--- src/rtl/hfc_pkg.sv ---
package hfc_pkg;
   typedef enum logic [1:0] {
      FWD_RF  = 2'b00,
      FWD_WB  = 2'b01,
      FWD_EXM = 2'b10
   } fwd_sel_e;

   localparam int unsigned SEL_W = 2;
endpackage

--- src/rtl/hfc_bypass_sel.sv ---
module hfc_bypass_sel #(
   parameter int unsigned IDX_W      = 5,
   parameter bit          ZERO_GUARD = 1'b1
) (
   input  logic [IDX_W-1:0]         src,
   input  logic [IDX_W-1:0]         mem_rd,
   input  logic                     mem_we,
   input  logic [IDX_W-1:0]         wb_rd,
   input  logic                     wb_we,
   output logic [hfc_pkg::SEL_W-1:0] sel
);
   import hfc_pkg::*;

   logic mem_hit;
   logic wb_hit;

   generate
      if (ZERO_GUARD) begin : g_guard
         always_comb begin
            mem_hit = mem_we && (mem_rd != '0) && (mem_rd == src);
            wb_hit  = wb_we  && (wb_rd  != '0) && (wb_rd  == src);
         end
      end else begin : g_noguard
         always_comb begin
            mem_hit = mem_we && (mem_rd == src);
            wb_hit  = wb_we  && (wb_rd  == src);
         end
      end
   endgenerate

   always_comb begin
      if (mem_hit)     sel = FWD_EXM;
      else if (wb_hit) sel = FWD_WB;
      else             sel = FWD_RF;
   end
endmodule

--- src/rtl/hfc_load_use.sv ---
module hfc_load_use #(
   parameter int unsigned IDX_W      = 5,
   parameter int unsigned NUM_SRC    = 2,
   parameter bit          ZERO_GUARD = 1'b1
) (
   input  logic                       clk,
   input  logic                       rst_n,
   input  logic [NUM_SRC*IDX_W-1:0]   id_srcs,
   input  logic [IDX_W-1:0]           ex_rd,
   input  logic                       ex_we,
   input  logic                       ex_is_load,
   input  logic                       kill,
   output logic                       stall
);
   logic [NUM_SRC-1:0] src_hit;
   logic               rd_ok;
   logic               stall_q;

   generate
      if (ZERO_GUARD) begin : g_rd_guard
         assign rd_ok = ex_we && ex_is_load && (ex_rd != '0);
      end else begin : g_rd_plain
         assign rd_ok = ex_we && ex_is_load;
      end
      for (genvar i = 0; i < NUM_SRC; i++) begin : g_src
         assign src_hit[i] = (id_srcs[i*IDX_W +: IDX_W] == ex_rd);
      end
   endgenerate

   assign stall = rd_ok && (|src_hit) && !stall_q && !kill;

   always_ff @(posedge clk or negedge rst_n) begin
      if (!rst_n) stall_q <= 1'b0;
      else        stall_q <= stall;
   end
endmodule

--- src/rtl/hfc_redirect_arb.sv ---
module hfc_redirect_arb (
   input  logic stall,
   input  logic br_taken,
   output logic pc_we,
   output logic ifid_hold,
   output logic ifid_flush,
   output logic ex_bubble
);
   logic freeze;

   always_comb begin
      freeze     = stall && !br_taken;
      ifid_flush = br_taken;
      ifid_hold  = freeze;
      ex_bubble  = freeze;
      pc_we      = !freeze;
   end
endmodule

--- src/rtl/hzd_fwd_ctrl.sv ---
module hzd_fwd_ctrl #(
   parameter int unsigned REG_IDX_W  = 5,
   parameter bit          ZERO_GUARD = 1'b1
) (
   input  logic                 clk,
   input  logic                 rst_n,
   input  logic [REG_IDX_W-1:0] id_rs1,
   input  logic [REG_IDX_W-1:0] id_rs2,
   input  logic [REG_IDX_W-1:0] ex_rs1,
   input  logic [REG_IDX_W-1:0] ex_rs2,
   input  logic [REG_IDX_W-1:0] ex_rd,
   input  logic                 ex_reg_we,
   input  logic                 ex_is_load,
   input  logic                 ex_br_taken,
   input  logic [REG_IDX_W-1:0] mem_rd,
   input  logic                 mem_reg_we,
   input  logic [REG_IDX_W-1:0] wb_rd,
   input  logic                 wb_reg_we,
   output logic [1:0]           fwd_sel_a,
   output logic [1:0]           fwd_sel_b,
   output logic                 pc_we,
   output logic                 ifid_hold,
   output logic                 ifid_flush,
   output logic                 ex_bubble
);
   localparam int unsigned NUM_SRC = 2;
   localparam int unsigned SRC_BUS = NUM_SRC * REG_IDX_W;

   generate
      if (REG_IDX_W < 1 || REG_IDX_W > 8) begin : g_bad_width
         $error("hzd_fwd_ctrl: REG_IDX_W must lie in 1..8");
      end
   endgenerate

   logic [SRC_BUS-1:0] ex_srcs;
   logic [SRC_BUS-1:0] id_srcs;
   logic [NUM_SRC*hfc_pkg::SEL_W-1:0] sels;
   logic stall;

   assign ex_srcs = {ex_rs2, ex_rs1};
   assign id_srcs = {id_rs2, id_rs1};

   generate
      for (genvar k = 0; k < NUM_SRC; k++) begin : g_opnd
         hfc_bypass_sel #(
            .IDX_W      (REG_IDX_W),
            .ZERO_GUARD (ZERO_GUARD)
         ) i_sel (
            .src    (ex_srcs[k*REG_IDX_W +: REG_IDX_W]),
            .mem_rd (mem_rd),
            .mem_we (mem_reg_we),
            .wb_rd  (wb_rd),
            .wb_we  (wb_reg_we),
            .sel    (sels[k*hfc_pkg::SEL_W +: hfc_pkg::SEL_W])
         );
      end
   endgenerate

   assign fwd_sel_a = sels[1:0];
   assign fwd_sel_b = sels[3:2];

   hfc_load_use #(
      .IDX_W      (REG_IDX_W),
      .NUM_SRC    (NUM_SRC),
      .ZERO_GUARD (ZERO_GUARD)
   ) i_lu (
      .clk        (clk),
      .rst_n      (rst_n),
      .id_srcs    (id_srcs),
      .ex_rd      (ex_rd),
      .ex_we      (ex_reg_we),
      .ex_is_load (ex_is_load),
      .kill       (ex_br_taken),
      .stall      (stall)
   );

   hfc_redirect_arb i_arb (
      .stall      (stall),
      .br_taken   (ex_br_taken),
      .pc_we      (pc_we),
      .ifid_hold  (ifid_hold),
      .ifid_flush (ifid_flush),
      .ex_bubble  (ex_bubble)
   );
endmodule

--- config.mk ---
export PLATFORM = sky130hd
export DESIGN_NAME = hzd_fwd_ctrl
export DESIGN_NICKNAME = d
export VERILOG_FILES = /design/src/rtl/hfc_pkg.sv /design/src/rtl/hfc_bypass_sel.sv /design/src/rtl/hfc_load_use.sv /design/src/rtl/hfc_redirect_arb.sv /design/src/rtl/hzd_fwd_ctrl.sv
export SDC_FILE = /design/constraint.sdc
export NUM_CORES = 1
export LEC_CHECK = 0
export BUFFER_PORTS_ARGS = -buffer_cell sky130_fd_sc_hd__buf_2
export CAP_MARGIN = 25
export CORE_MARGIN = 2
export CORE_UTILIZATION = 30
export DETAILED_ROUTE_END_ITERATION = 6
export PLACE_DENSITY = 0.74
export SYNTH_ARGS = -nofsm -noshare
export SYNTH_HDL_FRONTEND = slang
export SYNTH_SLANG_ARGS = --single-unit
--- constraint.sdc ---
create_clock -name clk -period 1.4 [get_ports clk]
set_clock_uncertainty 0.1 [all_clocks]
set_input_delay 0.21 -clock clk [delete_from_list [all_inputs] [get_ports clk]]
set_output_delay 0.21 -clock clk [all_outputs]
set_load 0.01 [all_outputs]
== Word level (Yosys, flattened, before mapping) ==
Cells that the tools add are included.

* Logic and storage cells: 30
* Output and inout bits: 8
* Input port bits: 42
* Flip-flop bits (word level): 1

* Mux-type cells: 4
* Reduce and logical (&&, ||, !) cells: 19
* Equality and inequality tests: 6

{| class="wikitable"
|+ Operators with widths
! cell !! number
|-
| equality test 5 bit || 6
|-
| nonzero test 5 bit || 3
|-
| logical AND 1 bit || 12
|-
| 2-to-1 mux 2 bit || 2
|-
| logical NOT 1 bit || 3
|-
| 2-to-1 mux 1 bit || 2
|-
| OR reduction 2 bit || 1
|}

== Logic depth before layout (Yosys ltp) ==
* Depth in word-level cells: 7
* Depth in mapped cells: 5
* Mapped depth without buffers: 4

== Cells and area by module ==
From an unflattened synthesis, not the netlist that was laid out.

* Cell total of the unflattened synthesis: 65
* Area, all modules: 503.0 um2

{| class="wikitable"
|+ Modules (own cells, without submodules)
! module !! sequential area each (um2) !! cells each !! instances !! area an instance (um2)
|-
| hfc_bypass_sel || 0.0 || 21 || 2 || 158.9
|-
| hfc_load_use || 25.0 || 19 || 1 || 157.7
|-
| hfc_redirect_arb || 0.0 || 4 || 1 || 27.5
|}

== Least setup slack after synthesis ==
OpenSTA, ideal clock, no wires.

* Kind: in2out
* Start: input port mem_rd[3]
* End: output port fwd_sel_a[0]
* Buffers on the path: 0
* Path slack: -0.225 ns
* Arrival: 1.315 ns
* Cell stages on the path: 4
* Required time: 1.090 ns
* Path through: or4_1 o21ai_2 nor4_1 nor4_2

* Longest elaborated chain between the ends: 4
* Elaborated cells between the ends (all ways): 5
* Those cells by class: eq/ne: 1; mux: 1; reduce/logical: 3

{| class="wikitable"
|+ Ends and longest elaborated chain
! item !! RTL line !! RTL
|-
| start, declared || hzd_fwd_ctrl.sv:15 || <nowiki>input logic [REG_IDX_W-1:0] mem_rd,</nowiki>
|-
| nonzero test 5 bit || hfc_bypass_sel.sv:20 || <nowiki>mem_hit = mem_we && (mem_rd != '0) && (mem_rd == src);</nowiki>
|-
| logical AND 1 bit || hfc_bypass_sel.sv:20 ||
|-
| logical AND 1 bit (*) || hfc_bypass_sel.sv:20 ||
|-
| named net g_opnd[0].i_sel.mem_hit || hfc_bypass_sel.sv:14 || <nowiki>logic mem_hit;</nowiki>
|-
| 2-to-1 mux 2 bit (*) || hfc_bypass_sel.sv:32 || <nowiki>if (mem_hit) sel = FWD_EXM;</nowiki>
|-
| end, declared || hzd_fwd_ctrl.sv:19 || <nowiki>output logic [1:0] fwd_sel_a,</nowiki>
|}

Mark *: on every way through the listed nets, which the timed path passes. The rest lies on a longest branch.

== Final worst setup path ==
* Start: input port mem_rd[3]
* End: output port fwd_sel_b[0]

* Longest elaborated chain between the ends: 4
* Elaborated cells between the ends (all ways): 5
* Those cells by class: eq/ne: 1; mux: 1; reduce/logical: 3

{| class="wikitable"
|+ Ends and longest elaborated chain
! item !! RTL line !! RTL
|-
| nonzero test 5 bit || hfc_bypass_sel.sv:20 ||
|-
| logical AND 1 bit || hfc_bypass_sel.sv:20 ||
|-
| logical AND 1 bit (*) || hfc_bypass_sel.sv:20 ||
|-
| 2-to-1 mux 2 bit (*) || hfc_bypass_sel.sv:32 ||
|-
| end, declared || hzd_fwd_ctrl.sv:20 || <nowiki>output logic [1:0] fwd_sel_b,</nowiki>
|}

Mark *: on every way between the ends. The rest lies on a longest branch, timed or not.

==> impl_metrics.py <==
metrics = {
    "finish": {
        "largest_register_ff_count": 1,
        "final_layout_net_count": 165,
        "biggest_regs": "i_lu.stall_q: 1 flops",
        "flow.area_growth_from_synthesis_pct": 119,
        "design_area_um2": 1020,
        "antennaDiodeCount": 0,
        "max_flop_register": "i_lu.stall_q",
        "drive_gt1_frac": 0.653,
    },
    "yosys": {
        "ys_types": 15,
        "most_common_library_cells_after_synthesis": "xnor2_1 (16), xor2_1 (14), or4_1 (5)",
        "post_synth.cell_area_avg_um2": 8.36,
        "synth-edff-count": 0,
        "share_of_synthesized_area_occupied_by_flip_flops_and_latches": 0.0535,
        "synth_top_area_cell": "xnor2_1",
        "syn-num-nets": 98,
        "synthTopCellsByArea": "xnor2_1 (30%), xor2_1 (26%), or4_1 (8.0%)",
        "ys_ff_latch": 1,
        "area_of_the_mapped_netlist_um2": 468,
        "synth-async-reset-ratio": 1.00,
        "most_frequent_cell_after_synthesis": "xnor2_1",
        "synthFlopType": "dfrtp_1",
        "yosysTopAreaCellShare": 0.299,
        "post_synth_inst_count": 56,
        "warnings_synthesis": 0,
    },
    "drt": {
        "total_length_of_routed_wires_um": 1860,
        "drt.antenna.violating_nets": 0,
        "dr.pass1.iters": 4,
        "post-route-drc-count": 0,
        "dr.first_iter.drc_count": 1,
        "detail_route.vias_per_cell": 4.93,
        "drt_wl_cell_um": 13.5,
        "vias": 676,
    },
    "global_routing": {
        "gr-total-overflow": 0,
        "initial_antenna_violation_count": 0,
        "grt_util_all_layers": 0.184,
        "global_route_wire_length_before_repair_um": 2690,
        "via_count_of_the_first_global_routing_pass": 694,
        "pin_count_of_the_biggest_net_entering_global_routing": 4,
    },
    "setup_path": {
        "endpoint_kind": "primary output",
        "crit_path_max_incr_delay_ns": 0.53,
        "cell_breakdown_of_the_critical_path": "buf_6 > or4_4 > o21ai_4 > nor4_4 > nor4_4 > buf_2",
        "critical_path_class": "in -> out",
        "critPathSlowestCell": "or4_4",
        "worst_ep_required_time_ns": 1.09,
        "most_repeated_library_cell_on_the_critical_path": "nor4_4",
        "worst-endpoint-arrival_ns": 1.48,
        "worst-path-max-fanout": 2,
        "setup.worst_path.start_class": "input port",
    },
    "placed_design": {
        "post_dp_cell_area_um2": 882,
        "buffer_ports.inserted": 49,
        "detailedPlacementHpwl_um": 1430,
        "globalplace.congestion": 0.880,
    },
    "floorplanning": {
        "die-area_um2": 1890,
        "core.rowCount": 14,
        "design.core.area_um2": 1490,
        "die_w_um": 43.5,
        "die_y_um": 43.5,
        "ioPinCount": 50,
        "initial_core_util": 0.314,
    },
    "outcome": {
        "failed_checks": "setup timing",
        "status": "complete, but fails checks",
    },
    "timing": {
        "postLayoutSetupSlackWorst_ns": -0.389,
        "post-route-min-period_ns": 1.79,
        "setup_viol_count_final": 7,
        "timing_max_transition_violations_final": 0,
        "achievable_freq_mhz": 559,
        "min_period_over_period": 1.28,
        "worstMarginPinSlew_ns": 0.335,
        "rsz_0062_raised_after_global_routing": "yes",
        "hold_vio_cnt_final": 0,
        "setup-tns-final_ns": -1.47,
        "maxSlewHeadroom": 0.775,
    },
    "power_and_ir_drop": {
        "total_power_mw": 0.321,
        "power_leakage_nw": 0.470,
        "power-per-cell-area_nw_per_um2": 313,
        "largest_voltage_drop_on_the_vdd_net_mv": 0.180,
    },
    "clocking": {
        "post-cts-setup-buffer-count": 0,
        "clkLatencyLatePin_ns": 0,
        "clk_transition_reported_paths_ns": 0,
    },
    "worst_hold_path": {
        "hp-class": "in -> async",
    },
    "flow_run": {
        "max_cap_violation_count": 0,
    },
}
metrics by stage:
step / setup slack (ns) / cells / hold slack [ns] / util
final: -0.389 / 137 / 0.416 / 0.687
after global routing: -0.416 / 137 / 0.433 / 0.687
after CTS: -0.353 / 137 / 0.420 / 0.667
after detailed placement: -0.369 / 136 / -0.113 / 0.592
after global placement: -0.358 / 136 / -0.115 / 0.592
after floorplan: -0.120 / 56 / -0.186 / -
cells in the final DEF (no fill, tap or decap):
cell type and n:
buf_2 35, buf_4 20, buf_6 13, dfrtp_1 1, dlygate4sd3_1 1, nand2_1 2, nand3_1 4, nor4_4 4
nor4bb_1 1, o211a_4 1, o211ai_1 1, o21ai_1 1, o21ai_4 1, o22ai_2 1, or4_1 1, or4_4 4
xnor2_1 16, xor2_1 14
power by group:
part / internal, mW / switching [mW]
sequential: 0.0297 / 0.0000712
combinational: 0.166 / 0.125
clock: 0 / 0
per-layer routing:
layer | vias to the layer above | GRT usage | share of wire | wire [µm]
li1 | 327 | - | - | -
met1 | 300 | 0.181 | 0.36 | 673
met2 | 47 | 0.409 | 0.54 | 995
met3 | 2 | 0.0208 | 0.096 | 178
met4 | 0 | 0.0121 | 0.0043 | 8
met5 | - | 0 | 0 | 0
logic make-up (layout without fill, tap and decap cells):
kind of cell	after synthesis	count (layout)	share of synthesized area
AOI/OAI and AO/OA	5	5	0.0802
DFF	1	1	0.0535
buffers and inverters	4	69	0.0642
xor gates and xnor gates	30	30	0.561
and+or+nand+nor	16	16	0.241
repair_timing:
| action | 4_1_cts | 5_1_grt |
|---|---|---|
| hold buffers | 1 | 0 |
| pin swaps | 5 | 2 |
| setup endpoints to repair | 7 | 7 |
| endpoints found under the hold margin | 1 | 0 |
| resized for setup | 18 | 7 |
| gates cloned | 0 | 0 |
path summary, 6_finish.rpt:
| path | slack [ns] | cells past startpoint | from | endpoint |
|---|---|---|---|---|
| max | -0.39 | 6 | mem_rd[3] | fwd_sel_b[0] |
| min | 0.42 | 2 | rst_n | i_lu.stall_q$_DFF_PN0_ |
| max reg2reg | 0.30 | 3 | i_lu.stall_q$_DFF_PN0_ | i_lu.stall_q$_DFF_PN0_ |
| min reg2reg | 0.57 | 3 | i_lu.stall_q$_DFF_PN0_ | i_lu.stall_q$_DFF_PN0_ |
| max in group asynchronous | 0.70 | 2 | rst_n | i_lu.stall_q$_DFF_PN0_ |
| min in group clk | 0.51 | 3 | ex_rd[3] | i_lu.stall_q$_DFF_PN0_ |
final cells by class:
class	instances	area, µm²
Timing Repair Buffer	69	482
Multi-Input combinational cell	51	497
Tap cell	16	20.0
Sequential cell	1	25.0
Fill cell	110	465
critical path: cells and delay by family:
kind	cells	cell delay [ns]
buffers and inverters	2	0.27
AO/OA/AOI/OAI	1	0.22
AND/OR/NAND/NOR	3	0.77
Note: power is estimated with default switching activity, not from simulation.
